===== src/rtl/tts_pkg.sv =====
package tts_pkg;
   localparam int NREG       = 16;
   localparam int NUM_CH     = 3;
   localparam int AMP_W      = 4;
   localparam int TONE_W     = 12;
   localparam int NOISE_W    = 5;
   localparam int ENV_W      = 16;

   localparam logic [3:0] REG_NOISE   = 4'd6;
   localparam logic [3:0] REG_MIXER   = 4'd7;
   localparam logic [3:0] REG_VOL0    = 4'd8;
   localparam logic [3:0] REG_EFINE   = 4'd11;
   localparam logic [3:0] REG_ECOARSE = 4'd12;
   localparam logic [3:0] REG_SHAPE   = 4'd13;
   localparam logic [3:0] REG_PORT    = 4'd14;

   typedef struct packed {
      logic cont;
      logic attack;
      logic alt;
      logic hold;
   } env_shape_t;

   function automatic logic [7:0] reg_mask(input logic [3:0] a);
      case (a)
         4'd1, 4'd3, 4'd5, 4'd13: reg_mask = 8'h0F;
         4'd6, 4'd8, 4'd9, 4'd10: reg_mask = 8'h1F;
         default:                 reg_mask = 8'hFF;
      endcase
   endfunction
endpackage


===== src/rtl/tts_regfile.sv =====
module tts_regfile
   import tts_pkg::*;
(
   input  logic                  clk,
   input  logic                  rst_n,
   input  logic                  bus_latch,
   input  logic                  bus_we,
   input  logic [7:0]            bus_wdata,
   input  logic [7:0]            port_in,
   output logic [7:0]            bus_rdata,
   output logic [NREG-1:0][7:0]  regs_o,
   output logic [3:0]            addr_o,
   output logic                  shape_wr_o
);
   logic [3:0]           addr_q;
   logic [NREG-1:0][7:0] regs_q;
   logic                 wr_en;

   assign wr_en = bus_we && !bus_latch;

   always_ff @(posedge clk or negedge rst_n) begin
      if (!rst_n) begin
         addr_q <= '0;
         regs_q <= '0;
      end else if (bus_latch) begin
         addr_q <= bus_wdata[3:0];
      end else if (bus_we) begin
         regs_q[addr_q] <= bus_wdata & reg_mask(addr_q);
      end
   end

   always_comb begin
      if (addr_q == REG_PORT && !regs_q[REG_MIXER][6])
         bus_rdata = port_in;
      else
         bus_rdata = regs_q[addr_q];
   end

   assign regs_o     = regs_q;
   assign addr_o     = addr_q;
   assign shape_wr_o = wr_en && (addr_q == REG_SHAPE);
endmodule


===== src/rtl/tts_divider.sv =====
module tts_divider #(
   parameter int CNT_W = 12
) (
   input  logic             clk,
   input  logic             rst_n,
   input  logic             tick,
   input  logic             clear,
   input  logic [CNT_W-1:0] period,
   output logic             wrap
);
   logic [CNT_W-1:0] cnt_q;
   logic [CNT_W-1:0] eff;
   logic [CNT_W:0]   nxt;

   assign eff  = (period == '0) ? CNT_W'(1) : period;
   assign nxt  = {1'b0, cnt_q} + 1'b1;
   assign wrap = tick && (nxt >= {1'b0, eff});

   always_ff @(posedge clk or negedge rst_n) begin
      if (!rst_n)     cnt_q <= '0;
      else if (clear) cnt_q <= '0;
      else if (tick)  cnt_q <= wrap ? '0 : nxt[CNT_W-1:0];
   end
endmodule


===== src/rtl/tts_noise.sv =====
module tts_noise
   import tts_pkg::*;
#(
   parameter int LFSR_W   = 17,
   parameter int LFSR_TAP = 3
) (
   input  logic               clk,
   input  logic               rst_n,
   input  logic               tick,
   input  logic [NOISE_W-1:0] period,
   output logic               noise,
   output logic [LFSR_W-1:0]  state
);
   logic             step;
   logic [LFSR_W-1:0] sr_q;

   tts_divider #(.CNT_W(NOISE_W)) u_div (
      .clk(clk), .rst_n(rst_n), .tick(tick), .clear(1'b0),
      .period(period), .wrap(step)
   );

   always_ff @(posedge clk or negedge rst_n) begin
      if (!rst_n)    sr_q <= LFSR_W'(1);
      else if (step) sr_q <= {sr_q[0] ^ sr_q[LFSR_TAP], sr_q[LFSR_W-1:1]};
   end

   assign noise = sr_q[0];
   assign state = sr_q;
endmodule


===== src/rtl/tts_envelope.sv =====
module tts_envelope
   import tts_pkg::*;
(
   input  logic             clk,
   input  logic             rst_n,
   input  logic             tick,
   input  logic [ENV_W-1:0] period,
   input  logic             restart,
   input  env_shape_t       shape_in,
   output logic [AMP_W-1:0] level
);
   localparam logic [AMP_W-1:0] TOP = '1;

   logic             step;
   env_shape_t       shape_q;
   logic [AMP_W-1:0] lvl_q;
   logic             up_q;
   logic             idle_q;
   logic             at_end;

   tts_divider #(.CNT_W(ENV_W)) u_div (
      .clk(clk), .rst_n(rst_n), .tick(tick), .clear(restart),
      .period(period), .wrap(step)
   );

   assign at_end = up_q ? (lvl_q == TOP) : (lvl_q == '0);

   always_ff @(posedge clk or negedge rst_n) begin
      if (!rst_n) begin
         shape_q <= '0;
         lvl_q   <= '0;
         up_q    <= 1'b0;
         idle_q  <= 1'b1;
      end else if (restart) begin
         shape_q <= shape_in;
         lvl_q   <= shape_in.attack ? '0 : TOP;
         up_q    <= shape_in.attack;
         idle_q  <= 1'b0;
      end else if (step && !idle_q) begin
         if (!at_end) begin
            lvl_q <= up_q ? lvl_q + 1'b1 : lvl_q - 1'b1;
         end else if (!shape_q.cont) begin
            lvl_q  <= '0;
            idle_q <= 1'b1;
         end else if (shape_q.hold) begin
            if (shape_q.alt) lvl_q <= ~lvl_q;
            idle_q <= 1'b1;
         end else if (shape_q.alt) begin
            up_q  <= !up_q;
            lvl_q <= up_q ? lvl_q - 1'b1 : lvl_q + 1'b1;
         end else begin
            lvl_q <= up_q ? '0 : TOP;
         end
      end
   end

   assign level = lvl_q;
endmodule


===== src/rtl/tri_tone_synth.sv =====
module tri_tone_synth
   import tts_pkg::*;
#(
   parameter int TICK_DIV = 16,
   parameter int LFSR_W   = 17,
   parameter int LFSR_TAP = 3
) (
   input  logic       clk,
   input  logic       rst_n,
   input  logic       bus_latch,
   input  logic       bus_we,
   input  logic [7:0] bus_wdata,
   output logic [7:0] bus_rdata,
   input  logic [7:0] port_in,
   output logic [7:0] port_out,
   output logic       port_oe,
   output logic [3:0] amp_a,
   output logic [3:0] amp_b,
   output logic [3:0] amp_c
);
   if (TICK_DIV < 1) begin : g_bad_div
      $error("TICK_DIV must be at least 1");
   end
   if (LFSR_TAP < 1 || LFSR_TAP >= LFSR_W) begin : g_bad_tap
      $error("LFSR_TAP must lie inside the shift register");
   end

   logic [NREG-1:0][7:0]         regs;
   logic [3:0]                   addr_q;
   logic                         env_restart;
   logic                         tick;
   logic                         noise;
   logic [LFSR_W-1:0]            noise_state;
   logic [AMP_W-1:0]             env_level;
   logic [NUM_CH-1:0]            tone_q;
   logic [NUM_CH-1:0][AMP_W-1:0] amp;
   logic                         unused_bits;

   tts_regfile u_regs (
      .clk(clk), .rst_n(rst_n), .bus_latch(bus_latch), .bus_we(bus_we),
      .bus_wdata(bus_wdata), .port_in(port_in), .bus_rdata(bus_rdata),
      .regs_o(regs), .addr_o(addr_q), .shape_wr_o(env_restart)
   );

   if (TICK_DIV == 1) begin : g_tick_every
      assign tick = 1'b1;
   end else begin : g_tick_pre
      localparam int PW = $clog2(TICK_DIV);
      logic [PW-1:0] pre_q;
      assign tick = (pre_q == PW'(TICK_DIV - 1));
      always_ff @(posedge clk or negedge rst_n) begin
         if (!rst_n)    pre_q <= '0;
         else if (tick) pre_q <= '0;
         else           pre_q <= pre_q + 1'b1;
      end
   end

   tts_noise #(.LFSR_W(LFSR_W), .LFSR_TAP(LFSR_TAP)) u_noise (
      .clk(clk), .rst_n(rst_n), .tick(tick),
      .period(regs[REG_NOISE][NOISE_W-1:0]),
      .noise(noise), .state(noise_state)
   );

   tts_envelope u_env (
      .clk(clk), .rst_n(rst_n), .tick(tick),
      .period({regs[REG_ECOARSE], regs[REG_EFINE]}),
      .restart(env_restart), .shape_in(env_shape_t'(bus_wdata[3:0])),
      .level(env_level)
   );

   for (genvar i = 0; i < NUM_CH; i++) begin : g_ch
      logic             tone_wrap;
      logic             ch_high;
      logic [7:0]       vol;

      tts_divider #(.CNT_W(TONE_W)) u_div (
         .clk(clk), .rst_n(rst_n), .tick(tick), .clear(1'b0),
         .period({regs[2*i+1][3:0], regs[2*i]}), .wrap(tone_wrap)
      );

      always_ff @(posedge clk or negedge rst_n) begin
         if (!rst_n)         tone_q[i] <= 1'b0;
         else if (tone_wrap) tone_q[i] <= !tone_q[i];
      end

      assign vol     = regs[int'(REG_VOL0) + i];
      assign ch_high = (tone_q[i] | regs[REG_MIXER][i])
                     & (noise | regs[REG_MIXER][i+3]);
      assign amp[i]  = !ch_high ? '0 : (vol[4] ? env_level : vol[3:0]);
   end

   assign amp_a       = amp[0];
   assign amp_b       = amp[1];
   assign amp_c       = amp[2];
   assign port_out    = regs[REG_PORT];
   assign port_oe     = regs[REG_MIXER][6];
   assign unused_bits = ^{regs, noise_state};
endmodule


===== config.mk =====
export PLATFORM = sky130hd
export DESIGN_NAME = tri_tone_synth
export DESIGN_NICKNAME = d
export VERILOG_FILES = /design/src/rtl/tts_pkg.sv /design/src/rtl/tts_regfile.sv /design/src/rtl/tts_divider.sv /design/src/rtl/tts_noise.sv /design/src/rtl/tts_envelope.sv /design/src/rtl/tri_tone_synth.sv
export SDC_FILE = /design/constraint.sdc
export NUM_CORES = 1
export LEC_CHECK = 0
export ABC_AREA = 0
export BUFFER_PORTS_ARGS = -buffer_cell sky130_fd_sc_hd__buf_2
export CORE_ASPECT_RATIO = 0.5
export CORE_UTILIZATION = 35
export DETAILED_ROUTE_END_ITERATION = 16
export PLACE_DENSITY_LB_ADDON = 0.08
export SYNTH_ARGS = -nofsm -noshare
export SYNTH_HDL_FRONTEND = slang
export SYNTH_HIERARCHICAL = 1
export SYNTH_SLANG_ARGS = --single-unit

===== constraint.sdc =====
create_clock -name clk -period 4.4 [get_ports clk]
set_clock_uncertainty 0.15 [all_clocks]
set_input_delay 0.44 -clock clk [delete_from_list [all_inputs] [get_ports clk]]
set_output_delay 0.44 -clock clk [all_outputs]
set_load 0.05 [all_outputs]

; ---- Word level (Yosys, flattened, before mapping)
; Memories as Yosys holds them, arrays and structs flattened.
; Index checks and enable logic that the tools add are counted.
[op_classes]
addsub = 8
order_cmp = 7
eq_ne = 7
muxes = 50
bitwise_logic = 13
reduce_logical = 32
[op_table]
columns = cell, count
row1 = 128-bit bitwise mux, 1
row2 = 12-bit 2-to-1 mux, 6
row3 = 4-bit 2-to-1 mux, 18
row4 = 16-bit 2-to-1 mux, 4
row5 = 8-bit 2-to-1 mux, 5
row6 = 12-bit by 1-bit adder with 13-bit output (second input constant), 3
row7 = 13-bit by 12-bit greater-or-equal comparator with 1-bit output, 3
row8 = 12-bit zero test, 3
row9 = 8-bit binary-select mux with 4-bit select, 1
row10 = 8-bit demux with 4-bit select, 1
row11 = 16-bit by 1-bit adder with 17-bit output (second input constant), 1
row12 = 17-bit by 16-bit greater-or-equal comparator with 1-bit output, 1
row13 = 4-bit equality test (second input constant), 4
row14 = 16-bit zero test, 1
row15 = 1-bit 2-to-1 mux, 12
row16 = 1-bit logical AND, 10
row17 = 5-bit 2-to-1 mux, 2
row18 = 2-bit nonzero test, 5
row19 = 4-bit by 1-bit adder with 4-bit output (second input constant), 2
row20 = 8-bit AND, 1
row21 = 1-bit zero test, 7
row22 = 5-bit by 1-bit adder with 6-bit output (second input constant), 1
row23 = 6-bit by 5-bit greater-or-equal comparator with 1-bit output, 1
row24 = 1-bit OR, 6
row25 = 15 further kinds, 18
[totals]
ff_bits = 222
rom_bits = 64
inputBits = 20
out_inout_bits = 29
word_cells = 151
n_memories = 1
[memory_table]
columns = name, depth, width, rd, rd_clocked_by_memory_dff, wr, line_no
row1 = (no name shown), 16, 4, 1, 0, 0, tts_pkg.sv:25  ; case (a)

; ---- Depth between registers and ports, before layout
[logic_depth]
word_depth = 8
mapped_depth = 17
mapped_depth_nobuf = 16

; ---- By module
; Netlist, hierarchy kept.
[modules_own_cells]
columns = module, instances, cells_each, area_each_um2, seq_area_each_um2
row1 = tts_regfile, 1, 478, 6298.5, 3303.2
row2 = tts_divider (g_ch[0].u_div ...), 3, 129, 1063.5, 300.3
row3 = tts_divider (u_env.u_div), 1, 170, 1476.4, 400.4
row4 = tts_envelope, 1, 86, 730.7, 226.5
row5 = tts_noise, 1, 40, 696.9, 426.7
row6 = tri_tone_synth, 1, 50, 473.0, 175.2
row7 = tts_divider (u_noise.u_div), 1, 45, 450.4, 125.1

; ---- Worst setup path after synthesis
; OpenSTA, ideal clock, no wires.
[synth_path]
kind = register -> output
start = register u_regs.addr_q[0], in the netlist u_regs/addr_o[0]
end = output bus_rdata[3]
arrival_ns = 2.704
required_ns = 3.810
setup_slack_ns = 1.106
stages_incl_launch_ff = 11
path_buffers = 5
path_cell_list = dfrtp_1 > buf_6 > buf_8 > buf_4 > buf_4 > inv_1 > ha_1 > nand4b_1 > clkbuf_1 > nor2_1 > a31oi_1
[synth_via]
elab_chain_cells = 3
elab_cells_between_ends = 5
cone_classes = eq/ne: 1 / mux: 3 / reduce/logical: 1
[synth_lines]
columns = element, line_no
row1 = "start, declared", tts_regfile.sv:15  ; logic [3:0] addr_q;
row2 = "start signal, assigned", tts_regfile.sv:26  ; addr_q <= bus_wdata[3:0];
row3 = 8-bit binary-select mux with 4-bit select or 4-bit equality test (tied branches), "tts_regfile.sv:36, tts_regfile.sv:33"
row4 = 8-bit 2-to-1 mux (not written as such) or 1-bit logical AND (tied branches), "tts_regfile.sv:36, tts_regfile.sv:33"
row5 = 8-bit 2-to-1 mux (*), tts_regfile.sv:33  ; if (addr_q == REG_PORT && !regs_q[REG_MIXER][6])
row6 = "end, declared", tri_tone_synth.sv:13  ; output logic [7:0] bus_rdata,
; Every way passes the cells marked *; elsewhere a longest branch is shown, timed or not. The select of a mux whose other input is x is not followed.

; ---- Worst setup path after layout
[layout_path]
start = register u_env.u_div.cnt_q[2]
end = register u_env.lvl_q[2], in the netlist u_env/level[2]
[layout_via]
elab_chain_cells = 6
[layout_lines]
columns = element, line_no
row1 = "start, declared", tts_divider.sv:11  ; logic [CNT_W-1:0] cnt_q;
row2 = "start signal, assigned", tts_divider.sv:22  ; else if (tick) cnt_q <= wrap ? '0 : nxt[CNT_W-1:0];
row3 = 16-bit by 1-bit adder with 17-bit output, tts_divider.sv:16  ; assign nxt = {1'b0, cnt_q} + 1'b1;
row4 = 17-bit by 16-bit greater-or-equal comparator with 1-bit output, tts_divider.sv:17  ; assign wrap = tick && (nxt >= {1'b0, eff});
row5 = 1-bit logical AND, tts_divider.sv:17
row6 = via u_env.step, tts_envelope.sv:14  ; logic step;
row7 = 1-bit logical AND, tts_envelope.sv:39  ; end else if (step && !idle_q) begin
row8 = 2-bit nonzero test (no source line), --
row9 = 2-bit AND reduction (no source line), --
row10 = "end signal, assigned", tts_envelope.sv:36  ; lvl_q <= shape_in.attack ? '0 : TOP;
row11 = "end signal, assigned", tts_envelope.sv:41  ; lvl_q <= up_q ? lvl_q + 1'b1 : lvl_q - 1'b1;
row12 = "end signal, assigned", tts_envelope.sv:46  ; if (shape_q.alt) lvl_q <= ~lvl_q;
row13 = "end, declared", tts_envelope.sv:16  ; logic [AMP_W-1:0] lvl_q;
; The timed path passes the listed nets, and every way through them passes these cells.
; A chain may end at the register's enable or synchronous reset.

==> results.py <==
metrics = {
    "routing": {
        "vias": 9579,
        "ant_nets": 0,
        "drt_iter0_drc": 609,
        "first_pass_iters": 5,
        "via_per_inst": 5.29,
        "drt-wirelength-per-cell_um": 19.3,
        "wl_um": 34900,
        "drc": 0,
    },
    "worst_setup_path": {
        "crit_type": "reg2reg",
        "cp-end-kind": "flop",
        "path_max_fanout": 9,
        "required_ns": 4.66,
        "startpoint_type": "flop",
        "worst_ep_arrival_time_ns": 4.06,
    },
    "floorplanning": {
        "initial_core_util": 0.356,
        "dieWidth_um": 278,
        "num_rows": 50,
        "coreArea_sq_mm": 0.0374,
        "die_area_sq_mm": 0.0389,
        "die_y_um": 140,
        "ios": 49,
    },
    "finish": {
        "n_fill_cell": 3634,
        "most-common-layout-cells": "dfrtp_1, mux2_2, nand2_1",
        "drive_gt1_frac": 0.241,
        "diodes": 0,
        "area_delta_synth_final_pct": 11.1,
        "layout_commonest_cell": "dfrtp_1",
        "fin_area_sq_mm": 0.0148,
        "layout.nets": 1391,
    },
    "sta": {
        "tns_ns": 0,
        "relSlewSlack": 0.412,
        "rsz0062_at_grt": "false",
        "drv_slew": 0,
        "finalCritPeriodShare": 0.864,
        "timing.final.crit_period_ns": 3.80,
        "fmax_mhz": 263,
        "worst_slew_pin_slew_ns": 0.883,
        "final-setup-viol-count": 0,
        "finalHoldViolCount": 0,
    },
    "clocking": {
        "cts_buffers": 24,
        "cts_setup_buffers": 0,
        "cts_tree": "built",
        "cts.clk_slew.worst_paths_ns": 0.07,
        "clockBufferDepth": 3,
        "root_buffer": "clkbuf_16",
        "htree_levels": 1,
        "clock_sinks": 222,
        "worstSkewPairLatency_ns": 0.53,
    },
    "min_path": {
        "hold_path.class": "in2reg",
    },
    "power_and_ir_drop": {
        "powerDensity_mw_per_mm2": 465,
        "vdd_ir_drop_max_mv": 0.236,
        "power.leakage_nw": 7.01,
    },
    "synthesis": {
        "synth_area_sq_mm": 0.0133,
        "avgSynthCellArea_sq_um": 10.6,
        "syn_inst": 1255,
        "yosys_warnings": 6,
    },
    "grt": {
        "antenna_found_initial": 0,
        "grt_max_degree": 93,
        "grt_pass1_wl_um": 56000,
        "gr-total-overflow": 0,
        "grt_pass1_vias": 9635,
        "gr-usage-all-layers": 0.183,
    },
    "placement": {
        "portBuffers": 48,
        "hpwl_um": 25000,
        "gp_congestion": 0.807,
        "placed_area_sq_mm": 0.0140,
    },
    "run": {
        "maxCapViolations": 0,
    },
    "run_status": {
        "status": "completed",
    },
}
==> per-stage QoR <==
| step | total power [mW] | setup slack [ns] | instances | utilization | hold WS, ns |
|---|---|---|---|---|---|
| 3_3_place_gp | 4.87 | 0.698 | 1768 | 0.374 | 0.309 |
| 3_5_place_dp | 4.92 | 0.590 | 1768 | 0.374 | 0.317 |
| 5_1_grt | 7.32 | 0.121 | 1812 | 0.395 | 0.0553 |
| 4_1_cts | 6.98 | 0.518 | 1812 | 0.395 | 0.0182 |
| 2_1_floorplan | 4.31 | 1.11 | 1269 | - | -0.00559 |
| 6_report | 6.87 | 0.598 | 1812 | 0.395 | 0.0489 |
==> power breakdown <==
group | internal [mW] | switching, mW
clock network | 1.15 | 0.847
logic | 0.875 | 1.04
registers | 2.42 | 0.542
total | 4.45 | 2.42
==> cell type report <==
cell class	instances	area, sq um	area share
timing repair buffer	58	340	0.0230
inverter	73	274	0.0185
multi-input combinational	922	7210	0.488
clock inverter	8	40.0	0.00271
tap	494	618	0.0418
clock buffer	35	733	0.0496
sequential	222	5560	0.376
==> per-layer routing <==
metal,part of all wire,up-vias,GRT usage
met1,0.50,4810,0.267
met2,0.45,152,0.288
met5,0,-,0
met4,0.016,0,0.0340
met3,0.036,33,0.0262
li1,-,4584,-
==> final timing paths <==
kind | start | to | slack (ns) | cells past startpoint
min | bus_latch | u_regs/addr_o[0]$_DFFE_PN0P_ | 0.05 | 2
max in group asynchronous | rst_n | u_noise/state[0]$_DFFE_PN1P_ | 2.72 | 3
max reg2reg | u_env/u_div/cnt_q[2]$_DFFE_PN0P_ | u_env/level[2]$_DFFE_PN0P_ | 0.60 | 14
min in group asynchronous | rst_n | u_env/u_div/cnt_q[11]$_DFFE_PN0P_ | 0.39 | 2
max | u_env/u_div/cnt_q[2]$_DFFE_PN0P_ | u_env/level[2]$_DFFE_PN0P_ | 0.60 | 14
min reg2reg | g_ch[0].u_div/cnt_q[11]$_DFFE_PN0P_ | g_ch[0].u_div/cnt_q[11]$_DFFE_PN0P_ | 0.33 | 2
==> worst max-delay path: stages, from the launching register on <==
cell      delay [ns]
dfrtp_1         0.50
and3_1          0.26
nand3_1         0.23
nor3_1          0.33
xor2_1          0.12
ha_1            0.31
nand4_1         0.12
nor4_1          0.39
a211oi_1        0.15
nor2b_1         0.18
nor2b_1         0.20
nor2_1          0.05
a31oi_1         0.38
a21bo_2         0.24
a31oi_1         0.08
==> state kept, by name, summed over array words and instances (netlist names) <==
register,count
g_ch.u_div/cnt_q,36
tone_q,3
u_env/shape_q,3
u_env/up_q,1
u_regs/addr_o,4
g_tick_pre.pre_q,4
u_env/u_div/cnt_q,16
u_regs/regs_o,128
u_env/level,4
u_noise/state,17
u_noise/u_div/cnt_q,5
u_env/idle_q,1
==> repair_timing <==
item                                   in CTS  in global routing
resized for setup                           0                  0
hold buffers                                1                  0
endpoints found under the hold margin      88                  0
(Power assumes the default switching activity.)
